[src/rtl/xso_pkg.sv]
package xso_pkg;
    typedef enum logic [0:0] {
        ST_RUN  = 1'b0,
        ST_FULL = 1'b1
    } xso_state_t;
endpackage

[src/rtl/xso_edge_sync.sv]
module xso_edge_sync #(
    parameter int STAGES = 2
) (
    input  logic clk,
    input  logic rst_n,
    input  logic async_in,
    output logic rise
);
    logic [STAGES-1:0] sync_q;
    logic              prev_q;

    always_ff @(posedge clk or negedge rst_n) begin
        if (!rst_n) sync_q[0] <= 1'b0;
        else        sync_q[0] <= async_in;
    end

    for (genvar i = 1; i < STAGES; i++) begin : g_chain
        always_ff @(posedge clk or negedge rst_n) begin
            if (!rst_n) sync_q[i] <= 1'b0;
            else        sync_q[i] <= sync_q[i-1];
        end
    end

    always_ff @(posedge clk or negedge rst_n) begin
        if (!rst_n) prev_q <= 1'b0;
        else        prev_q <= sync_q[STAGES-1];
    end

    assign rise = sync_q[STAGES-1] & ~prev_q;

    // a detected edge lasts one cycle only
    a_r3_edge_single: assert property (@(posedge clk) disable iff (!rst_n)
        rise |=> !rise);
endmodule

[src/rtl/xso_shifter.sv]
module xso_shifter #(
    parameter int WIDTH = 8
) (
    input  logic             clk,
    input  logic             rst_n,
    input  logic             load,
    input  logic [WIDTH-1:0] wdata,
    input  logic             shift_en,
    output logic [WIDTH-1:0] data,
    output logic             sdata
);
    logic [WIDTH-1:0] data_q;

    always_ff @(posedge clk or negedge rst_n) begin
        if (!rst_n)        data_q <= '0;
        else if (load)     data_q <= wdata;
        else if (shift_en) data_q <= {data_q[WIDTH-2:0], data_q[WIDTH-1]};
    end

    assign data  = data_q;
    assign sdata = data_q[WIDTH-1];


    a_r2_load: assert property (@(posedge clk) disable iff (!rst_n)
        load |=> data == $past(wdata));
    // the outgoing bit wraps round into bit 0
    a_r3_recirc: assert property (@(posedge clk) disable iff (!rst_n)
        (shift_en && !load) |=> sdata == $past(data[WIDTH-2]) && data[0] == $past(sdata));
    // nothing changes without a load or a shift
    a_r4_hold: assert property (@(posedge clk) disable iff (!rst_n)
        (!shift_en && !load) |=> $stable(data));
endmodule

[src/rtl/xso_group_fsm.sv]
module xso_group_fsm
    import xso_pkg::*;
#(
    parameter int GROUP = 8
) (
    input  logic clk,
    input  logic rst_n,
    input  logic access,
    input  logic edge_det,
    output logic shift_en,
    output logic flag,
    output logic set_pulse
);
    localparam int CW = (GROUP > 1) ? $clog2(GROUP) : 1;
    localparam logic [CW-1:0] LAST = CW'(GROUP - 1);

    xso_state_t state_q, state_d;
    logic [CW-1:0] cnt_q, cnt_d;
    logic          wrap;

    // A host access beats an edge in the same cycle
    assign shift_en = edge_det & ~access;
    assign wrap     = shift_en && (cnt_q == LAST);

    always_comb begin
        state_d = state_q;
        cnt_d   = cnt_q;
        if (access) begin
            cnt_d = '0;
        end else if (shift_en) begin
            cnt_d = wrap ? '0 : cnt_q + 1'b1;
        end
        unique case (state_q)
            ST_RUN: begin
                if (wrap) state_d = ST_FULL;           // T_WRAP
                else      state_d = ST_RUN;            // T_RESTART or hold
            end
            ST_FULL: begin
                if (access) state_d = ST_RUN;          // T_ACK
                else        state_d = ST_FULL;         // T_REWRAP or hold
            end
            default: state_d = ST_RUN;
        endcase
    end

    // State register
    always_ff @(posedge clk or negedge rst_n) begin
        if (!rst_n) begin
            state_q <= ST_RUN;
            cnt_q   <= '0;
        end else begin
            state_q <= state_d;
            cnt_q   <= cnt_d;
        end
    end

    // Outputs
    always_ff @(posedge clk or negedge rst_n) begin
        if (!rst_n) begin
            flag      <= 1'b0;
            set_pulse <= 1'b0;
        end else begin
            flag      <= (state_d == ST_FULL);
            set_pulse <= wrap;
        end
    end

    // the set pulse is one cycle wide
    a_r5_pulse_width: assert property (@(posedge clk) disable iff (!rst_n)
        set_pulse |=> !set_pulse);
    // the flag rises only together with a set pulse
    a_r5_rise_with_set: assert property (@(posedge clk) disable iff (!rst_n)
        $rose(flag) |-> set_pulse);
    // a set pulse always leaves the flag set
    a_r6_flag_after_set: assert property (@(posedge clk) disable iff (!rst_n)
        set_pulse |-> flag);

    a_r7_access_clears: assert property (@(posedge clk) disable iff (!rst_n)
        access |=> !flag && !set_pulse);

    a_r9_access_blocks_shift: assert property (@(posedge clk) disable iff (!rst_n)
        access |-> !shift_en);
endmodule

[src/rtl/xclk_shift_out.sv]
module xclk_shift_out #(
    parameter int DATA_W      = 8,
    parameter int SYNC_STAGES = 2
) (
    input  logic              clk,
    input  logic              rst_n,
    input  logic              host_wr,
    input  logic              host_rd,
    input  logic [DATA_W-1:0] host_wdata,
    output logic [DATA_W-1:0] host_rdata,
    input  logic              xclk_in,
    output logic              sdata_out,
    output logic              done_set,
    output logic              done_flag
);
    logic rise;
    logic access;
    logic shift_en;

    assign access = host_wr | host_rd;

    xso_edge_sync #(.STAGES(SYNC_STAGES)) u_sync (
        .clk      (clk),
        .rst_n    (rst_n),
        .async_in (xclk_in),
        .rise     (rise)
    );

    xso_group_fsm #(.GROUP(DATA_W)) u_fsm (
        .clk       (clk),
        .rst_n     (rst_n),
        .access    (access),
        .edge_det  (rise),
        .shift_en  (shift_en),
        .flag      (done_flag),
        .set_pulse (done_set)
    );

    xso_shifter #(.WIDTH(DATA_W)) u_shift (
        .clk      (clk),
        .rst_n    (rst_n),
        .load     (host_wr),
        .wdata    (host_wdata),
        .shift_en (shift_en),
        .data     (host_rdata),
        .sdata    (sdata_out)
    );


    a_r4_serial_is_msb: assert property (@(posedge clk) disable iff (!rst_n)
        sdata_out == host_rdata[DATA_W-1]);
endmodule

[config.mk]
export PLATFORM = sky130hd
export DESIGN_NAME = xclk_shift_out
export DESIGN_NICKNAME = d
export VERILOG_FILES = /design/src/rtl/xso_pkg.sv /design/src/rtl/xso_edge_sync.sv /design/src/rtl/xso_shifter.sv /design/src/rtl/xso_group_fsm.sv /design/src/rtl/xclk_shift_out.sv
export SDC_FILE = /design/constraint.sdc
export NUM_CORES = 1
export LEC_CHECK = 0
export BUFFER_PORTS_ARGS = -buffer_cell sky130_fd_sc_hd__buf_2
export CORE_MARGIN = 3
export CORE_UTILIZATION = 42
export DETAILED_ROUTE_END_ITERATION = 8
export GPL_TIMING_DRIVEN = 1
export MAX_ROUTING_LAYER = met4
export PLACE_DENSITY = 0.71
export SLEW_MARGIN = 10
export SYNTH_ARGS = -nofsm -noshare
export SYNTH_HDL_FRONTEND = slang
export SYNTH_SLANG_ARGS = --single-unit
[constraint.sdc]
create_clock -name clk -period 1.3 [get_ports clk]
set_input_delay 0.195 -clock clk [delete_from_list [all_inputs] [get_ports clk]]
set_output_delay 0.195 -clock clk [all_outputs]
set_load 0.01 [all_outputs]
==> impl_metrics.ini, run 1 <==
[final_layout]
layout-drive-gt1-share_pct = 46.4
layout_common_cells = buf_2, dfrtp_1, buf_4
n_fill_cell = 126
nNetsFinal = 100
layout_commonest_cell = buf_2
area_growth_syn_to_layout_pct = 34.1
final_area_um2 = 935
antenna_cells = 0

[routing]
route.detailed.drc = 0
wl_um = 1460
drtPass1Iterations = 4
ant_nets = 0
vias = 534
post_drt_wl_per_cell_um = 14.6
drt-initial-drc-count = 8
vias_per_cell = 5.34

[timing]
tightest_slew_ps = 400
setup_violations = 1
max_freq_mhz = 767
setup_ws_ps = -3.96
hold_viol_final = 0
drv_slew = 0
slew_headroom_pct = 73.3
final.period_utilization_pct = 100
rsz0062_at_grt = true
layout_min_cycle_time_ps = 1300
hold_slack_ps = 160
finClkSkew_ps = 9.01

[worst_setup_path]
worstPathRequired_ps = 1500
worstSetupPathType = register to register
endpoint_kind = register
start_kind = register
worst-path-max-fanout = 2
arrival_ps = 1510

[min_path]
min_path_type = input port to register

[power]
p_leak_nw = 0.489
ir_drop_uv = 602
p_per_area_nw_per_um2 = 1100

[synth]
synth_top_area_share_pct = 57.5
synth_area_um2 = 697
synth_area_leader_cell = dfrtp_1
ys_seq_elements = 16
syn-num-nets = 67
synthTopCellsByArea = dfrtp_1, a22o_1, a21o_1
synth.yosys.seq_area_share_pct = 57.5
synth_warnings = 0
ys_types = 16
syn_avg_cell_area_um2 = 13.4
syn_inst = 52

[global_route]
grt_max_degree = 17
use_met3_pct = 3.45
grt-busiest-layer = met2
antenna_found_initial = 0
grt_pass1_wl_um = 2180
gr-total-overflow = 0
grt_pass1_vias = 506
grt_usage_pct = 14.8
use_met1_pct = 17.6
grt_util_met2_pct = 23.9

[clocking]
clk_latency_ps = 280
cts_max_level = 1
cts_root_buffer = clkbuf_4
cts_tree = built
clkSinkCount = 16
clock_path_buffers = 2
numCtsBuffers = 3
clk_pin_slew_worst_paths_ps = 100

[run]
max_cap_viol_count = 0

[placement]
gp_congestion = 0.709
hpwlAfterDp_um = 1000
io_buffer_count = 23
place_area_um2 = 843

[floorplan]
core_area_um2 = 1540
core.rowCount = 14
ios = 24
die_y_um = 46.7
die_w_um = 46.7
initial_core_util_pct = 45.2
dieArea_um2 = 2180

[outcome]
violations = setup timing
status = finished with violations
-- power by group --
group	internal [W]	switching, W	leakage (nW)	total [W]
clock	0.000170	0.000153	0.0210	0.000323
combinational	0.0000813	0.0000733	0.266	0.000155
sequential	0.000529	0.0000254	0.202	0.000554
total	0.000780	0.000252	0.489	0.00103
-- worst paths after layout --
| kind | from | endpoint | slack (ps) | cells after the start |
|---|---|---|---|---|
| worst max-delay path | u_fsm.cnt_q[1] | u_fsm.cnt_q[2] | -4 | 5 |
| min in group asynchronous | rst_n | u_shift.data[0] | 340 | 2 |
| worst max register to register | u_fsm.cnt_q[1] | u_fsm.cnt_q[2] | -4 | 5 |
| worst min register to register | u_sync.sync_q[0] | u_sync.sync_q[1] | 360 | 0 |
| max in group asynchronous | rst_n | u_fsm.cnt_q[1] | 690 | 2 |
| worst min-delay path | host_wdata[5] | u_shift.data[5] | 160 | 2 |
-- cells in the mapped netlist (all sizes together) --
cell type,instances
buf,3
nor3b,2
nor2,2
mux2i,3
and2,1
nor2b,2
a21oi,1
clkbuf,1
a221o,2
ha,2
a22o,6
nor3,4
nor4b,1
a21o,6
dfrtp,16
-- flip-flops by register name, indices dropped and copies added (netlist names) --
register,count
u_fsm.cnt_q,3
u_sync.sync_q,2
u_shift.data,8
u_fsm.state_q,1
u_fsm.set_pulse,1
u_sync.prev_q,1
-- area by class of cell --
class	count	area [µm²]	area share, %
Multi-Input combinational cell	32	290	31.1
Sequential cell	16	400	42.8
Tap cell	16	20.0	2.14
Clock buffer	4	36.3	3.88
Timing Repair Buffer	32	188	20.1
-- cell families after synthesis --
| logic type | after synthesis | synth area share, % |
|---|---|---|
| adders and majority gates | 2 | 3.59 |
| and+or+nand+nor | 12 | 12.2 |
| AOI/OAI and AO/OA | 15 | 17.6 |
| buffers and inverters | 4 | 4.85 |
| DFF | 16 | 57.5 |
| muxes | 3 | 4.31 |
-- critical path, cell delays in order, from the launching register on --
cell and delay, ps:
dfrtp_1 400, ha_2 210, ha_4 250, nor2b_4 130
mux2i_1 80, nor3_2 170
-- metal layers --
metal	vias to the layer above	share of wire, %
li1	257	-
met1	254	44
met2	17	48
met3	6	4.6
met4	0	2.7
met5	-	0
-- what timing repair did --
| action | CTS | global route |
|---|---|---|
| hold endpoints to repair | 16 | 1 |
| buffers inserted | 0 | 1 |
| hold buffers | 1 | 1 |
| gates resized for setup | 0 | 5 |
| setup endpoints to repair | 0 | 7 |
-- metrics by stage --
stage	power (W)	setup WS (ps)	setup TNS [ps]	instances	util (%)
detailed placement	0.000713	16.2	0	93	54.7
CTS	0.00104	11.3	0	98	57.7
global route	0.00109	-81.0	-173	100	60.6
global placement	0.000709	59.5	0	93	54.7
finish	0.00103	-3.96	-3.96	100	60.6
floorplan	0.000640	68.2	0	52	-
Power figures use the tool's default switching activity.
==> inputs of run 2 (changes only) <==
- SETUP_SLACK_MARGIN: default -> 0.4
==> impl_metrics.ini, run 2 (synthesis gave the netlist of run 1 again) <==
[clocking]
clock_path_buffers = 2
numCtsBuffers = 3
clkSinkCount = 16
cts_root_buffer = clkbuf_4
clk_latency_ps = 290
clk_pin_slew_worst_paths_ps = 90
cts_max_level = 1
cts_tree = built

[floorplan]
core_area_um2 = 1540
die_y_um = 46.7
dieArea_um2 = 2180
core.rowCount = 14
initial_core_util_pct = 45.2
die_w_um = 46.7
ios = 24

[timing]
tightest_slew_ps = 347
tns_ps = -16.0
setup_ws_ps = -16.0
setup_violations = 1
hold_viol_final = 0
drv_slew = 0
finClkSkew_ps = 8.38
rsz0062_at_grt = true
max_freq_mhz = 760
slew_headroom_pct = 76.9
final.period_utilization_pct = 101
layout_min_cycle_time_ps = 1320

[final_layout]
nNetsFinal = 114
antenna_cells = 0
n_fill_cell = 113
layout_common_cells = buf_2, buf_4, dfrtp_1
layout-drive-gt1-share_pct = 56.1
area_growth_syn_to_layout_pct = 53.3
multi_input_area_um2 = 302
largest_reg_flops = 8
regArea_um2 = 400
final_util_pct = 69.3
layout_commonest_cell = buf_2
final_area_um2 = 1070
instances_no_fill = 114

[run]
max_cap_viol_count = 0

[placement]
io_buffer_count = 23
pre_cts_ws_ps = -30.4
gp_congestion = 0.728
hpwlAfterDp_um = 1080
place_area_um2 = 867
dp_cells = 93

[worst_setup_path]
arrival_ps = 1500
critPathMaxStageDelay_ps = 420
r2r_setup_slack_ps = -20
worstSetupPathType = register to register
worst-path-max-fanout = 4
crit_family = flip-flops
timing.rr.end = u_shift.data[5]
worstPathRequired_ps = 1480
critPathSlowestCell = dfrtp_1
timing.rr.start = u_sync.prev_q
crit_buf_inv = 1
endpoint_kind = register
crit_chain = nor4b_4 > buf_4 > nor3b_1 > a221o_1
r2r_cells = 4
start_kind = register

[routing]
vias_per_cell = 5.23
wl_um = 1610
vias = 596
drtPass1Iterations = 4
post_drt_wl_per_cell_um = 14.1
drt-initial-drc-count = 13
route.detailed.drc = 0
ant_nets = 0

[power]
p_per_area_nw_per_um2 = 1020
p_leak_nw = 0.569
ir_drop_uv = 688

[min_path]
holdPathStages = 2
min_path_type = input port to register
whs_endpoint = u_shift.data[6]
hold_start = host_wdata[6]

[global_route]
grt_pass1_vias = 562
antenna_found_initial = 0
gr-total-overflow = 0
grt_pass1_wl_um = 2440
grt_max_degree = 17
grt_usage_pct = 16.7

[outcome]
violations = setup timing
status = finished with violations
## run 2: per-layer routing
metal | routed length (µm) | vias up | global-route usage [%]
met5 | 0 | - | -
met4 | 12 | 0 | 4.97
met3 | 97 | 2 | 7.66
met2 | 877 | 17 | 26.6
met1 | 622 | 291 | 18.8
li1 | - | 286 | -
## run 2: worst max-delay path by stage
stage                     slack, ps         endpoint        startpoint  cells after the start
after floorplan                  80  u_shift.data[6]     u_sync.prev_q                      4
after global placement           50  u_shift.data[3]     u_sync.prev_q                      4
after CTS                        10  u_shift.data[3]  u_sync.sync_q[1]                      5
after detailed placement        -30  u_shift.data[3]     u_sync.prev_q                      4
after global routing            -60   u_fsm.cnt_q[2]    u_fsm.cnt_q[1]                      5
final                           -20  u_shift.data[5]     u_sync.prev_q                      4
## run 2: area by class of cell
cell class	count	area share (%)
Multi-Input combinational cell	32	28.2
Tap cell	16	1.87
Clock buffer	4	3.40
Sequential cell	16	37.5
Timing Repair Buffer	46	29.0
## run 2: repair_timing
item                                   4_1_cts  5_1_grt
hold buffers                                 2        0
gates resized for setup                      0        8
buffers inserted                            11        4
endpoints found under the hold margin       17        0
setup endpoints to repair                   24       24
pin swaps                                    0        4
## run 2: report_power, final
group / internal [W] / total, W / switching (W)
logic: 0.000119 / 0.000210 / 0.0000912
clock network: 0.000171 / 0.000328 / 0.000157
registers: 0.000529 / 0.000547 / 0.0000185
## run 2: through the flow
stage	hold slack, ps	total power [W]
2_1_floorplan	-101	0.000642
3_3_place_gp	119	0.000712
3_5_place_dp	119	0.000717
4_1_cts	139	0.00109
5_1_grt	129	0.00114
6_report	155	0.00109
==> inputs of run 3 (changes only) <==
- CELL_PAD_IN_SITES_DETAIL_PLACEMENT: default -> 0
- CELL_PAD_IN_SITES_GLOBAL_PLACEMENT: default -> 2
- CORE_ASPECT_RATIO: default -> 1.75
- CORE_UTILIZATION: 42 -> 27
- PLACE_DENSITY: 0.71 -> default
- PLACE_DENSITY_LB_ADDON: default -> 0.1
==> impl_metrics.ini, run 3 (synthesis gave the netlist of run 1 again) <==
[outcome]
status = finished clean

[timing]
max_freq_mhz = 791
layout_min_cycle_time_ps = 1260
hold_viol_final = 0
setup_violations = 0
drv_slew = 0
final.period_utilization_pct = 97.3
finClkSkew_ps = 0.786
rsz0062_at_grt = true
tightest_slew_ps = 368
hold_slack_ps = 51.3
slew_headroom_pct = 75.5

[routing]
ant_nets = 0
vias = 575
post_drt_wl_per_cell_um = 13.6
vias_per_cell = 4.83
drt-initial-drc-count = 4
route.detailed.drc = 0
wl_um = 1620
drtPass1Iterations = 2

[floorplan]
core.rowCount = 23
die_w_um = 44.4
dieArea_um2 = 3250
die_y_um = 73.2
ios = 24
core_area_um2 = 2390
initial_core_util_pct = 29.2

[global_route]
grt_pass1_vias = 563
grt_usage_pct = 11.3
gr-total-overflow = 0
antenna_found_initial = 0
grt_pass1_wl_um = 2550
grt_max_degree = 17

[clocking]
cts_max_level = 1
clock_path_buffers = 2
numCtsBuffers = 3
clk_pin_slew_worst_paths_ps = 60
clk_latency_ps = 250
cts_tree = built
clkSinkCount = 16
cts_root_buffer = clkbuf_8

[run]
max_cap_viol_count = 0

[final_layout]
antenna_cells = 0
n_fill_cell = 250
nNetsFinal = 110
layout-drive-gt1-share_pct = 57.4
area_growth_syn_to_layout_pct = 53.9
layout_commonest_cell = buf_2
largest_reg_flops = 8
layout_common_cells = buf_2, dfrtp_1, buf_4

[power]
p_per_area_nw_per_um2 = 1110
p_leak_nw = 0.562
ir_drop_uv = 683
finalPower_w = 0.00119

[worst_setup_path]
worst-path-max-fanout = 5
worstPathRequired_ps = 1430
arrival_ps = 1400
worstSetupPathType = register to register
start_kind = register
endpoint_kind = register

[min_path]
min_path_type = input port to register

[placement]
gp_congestion = 0.638
hpwlAfterDp_um = 1140
io_buffer_count = 23
## run 3: changes by cell type in the layout (fill, tap and decap cells not counted), sizes merged
cell         change
buf              -3
dlygate4sd3      -1
## run 3: where the power goes
group	switching, W	total [W]	internal [W]
logic	0.0000839	0.000196	0.000112
registers	0.0000231	0.000553	0.000530
clock network	0.000174	0.000442	0.000269
## run 3: what timing repair did
action / CTS / global route
hold buffers: 1 / 0
resized for setup: 2 / 8
hold endpoints to repair: 16 / 0
setup endpoints to repair: 24 / 24
pin swaps: 10 / 3
setup buffers: 8 / 4
## run 3: layout make-up
class	instances	area, µm²	area share, %
Multi-Input combinational cell	32	307	28.6
Timing Repair Buffer	42	279	26.0
Clock buffer	4	55.1	5.13
Tap cell	25	31.3	2.92
Sequential cell	16	400	37.3
## run 3: path summary, 6_finish.rpt
| check | from | end | slack [ps] | cells past startpoint |
|---|---|---|---|---|
| worst min-delay path | xclk_in | u_sync.sync_q[0] | 50 | 1 |
| max in group asynchronous | rst_n | u_sync.sync_q[1] | 640 | 2 |
| worst max-delay path | u_sync.prev_q | u_shift.data[5] | 40 | 4 |
| min in group asynchronous | rst_n | u_fsm.set_pulse | 390 | 2 |
| worst max register to register | u_sync.prev_q | u_shift.data[5] | 40 | 4 |
| worst min register to register | u_sync.sync_q[0] | u_sync.sync_q[1] | 360 | 0 |
## run 3: critical path: stages, from the launching register on
cell and delay [ps]:
dfrtp_1 430, nor4b_4 240, buf_4 180, nor3b_1 50
a221o_1 260
## run 3: layer usage
layer | GRT usage (%) | vias to the layer above | part of all wire [%]
met5 | - | - | 0
met3 | 2.96 | 4 | 4.6
li1 | - | 276 | -
met4 | 6.04 | 0 | 2.1
met2 | 17.4 | 15 | 53
met1 | 13.1 | 280 | 40
## run 3: metrics by stage
stage | area [µm²] | cells | TNS [ps] | utilization, % | setup slack, ps
floorplan | 721 | 52 | 0 | - | 80.1
finish | 1070 | 119 | 0 | 44.9 | 35.3
global route | 1070 | 119 | -88.0 | 44.9 | -31.7
CTS | 1010 | 115 | 0 | 42.3 | 30.1
detailed placement | 878 | 102 | 0 | 36.8 | 32.1
global placement | 878 | 102 | 0 | 36.8 | 46.3
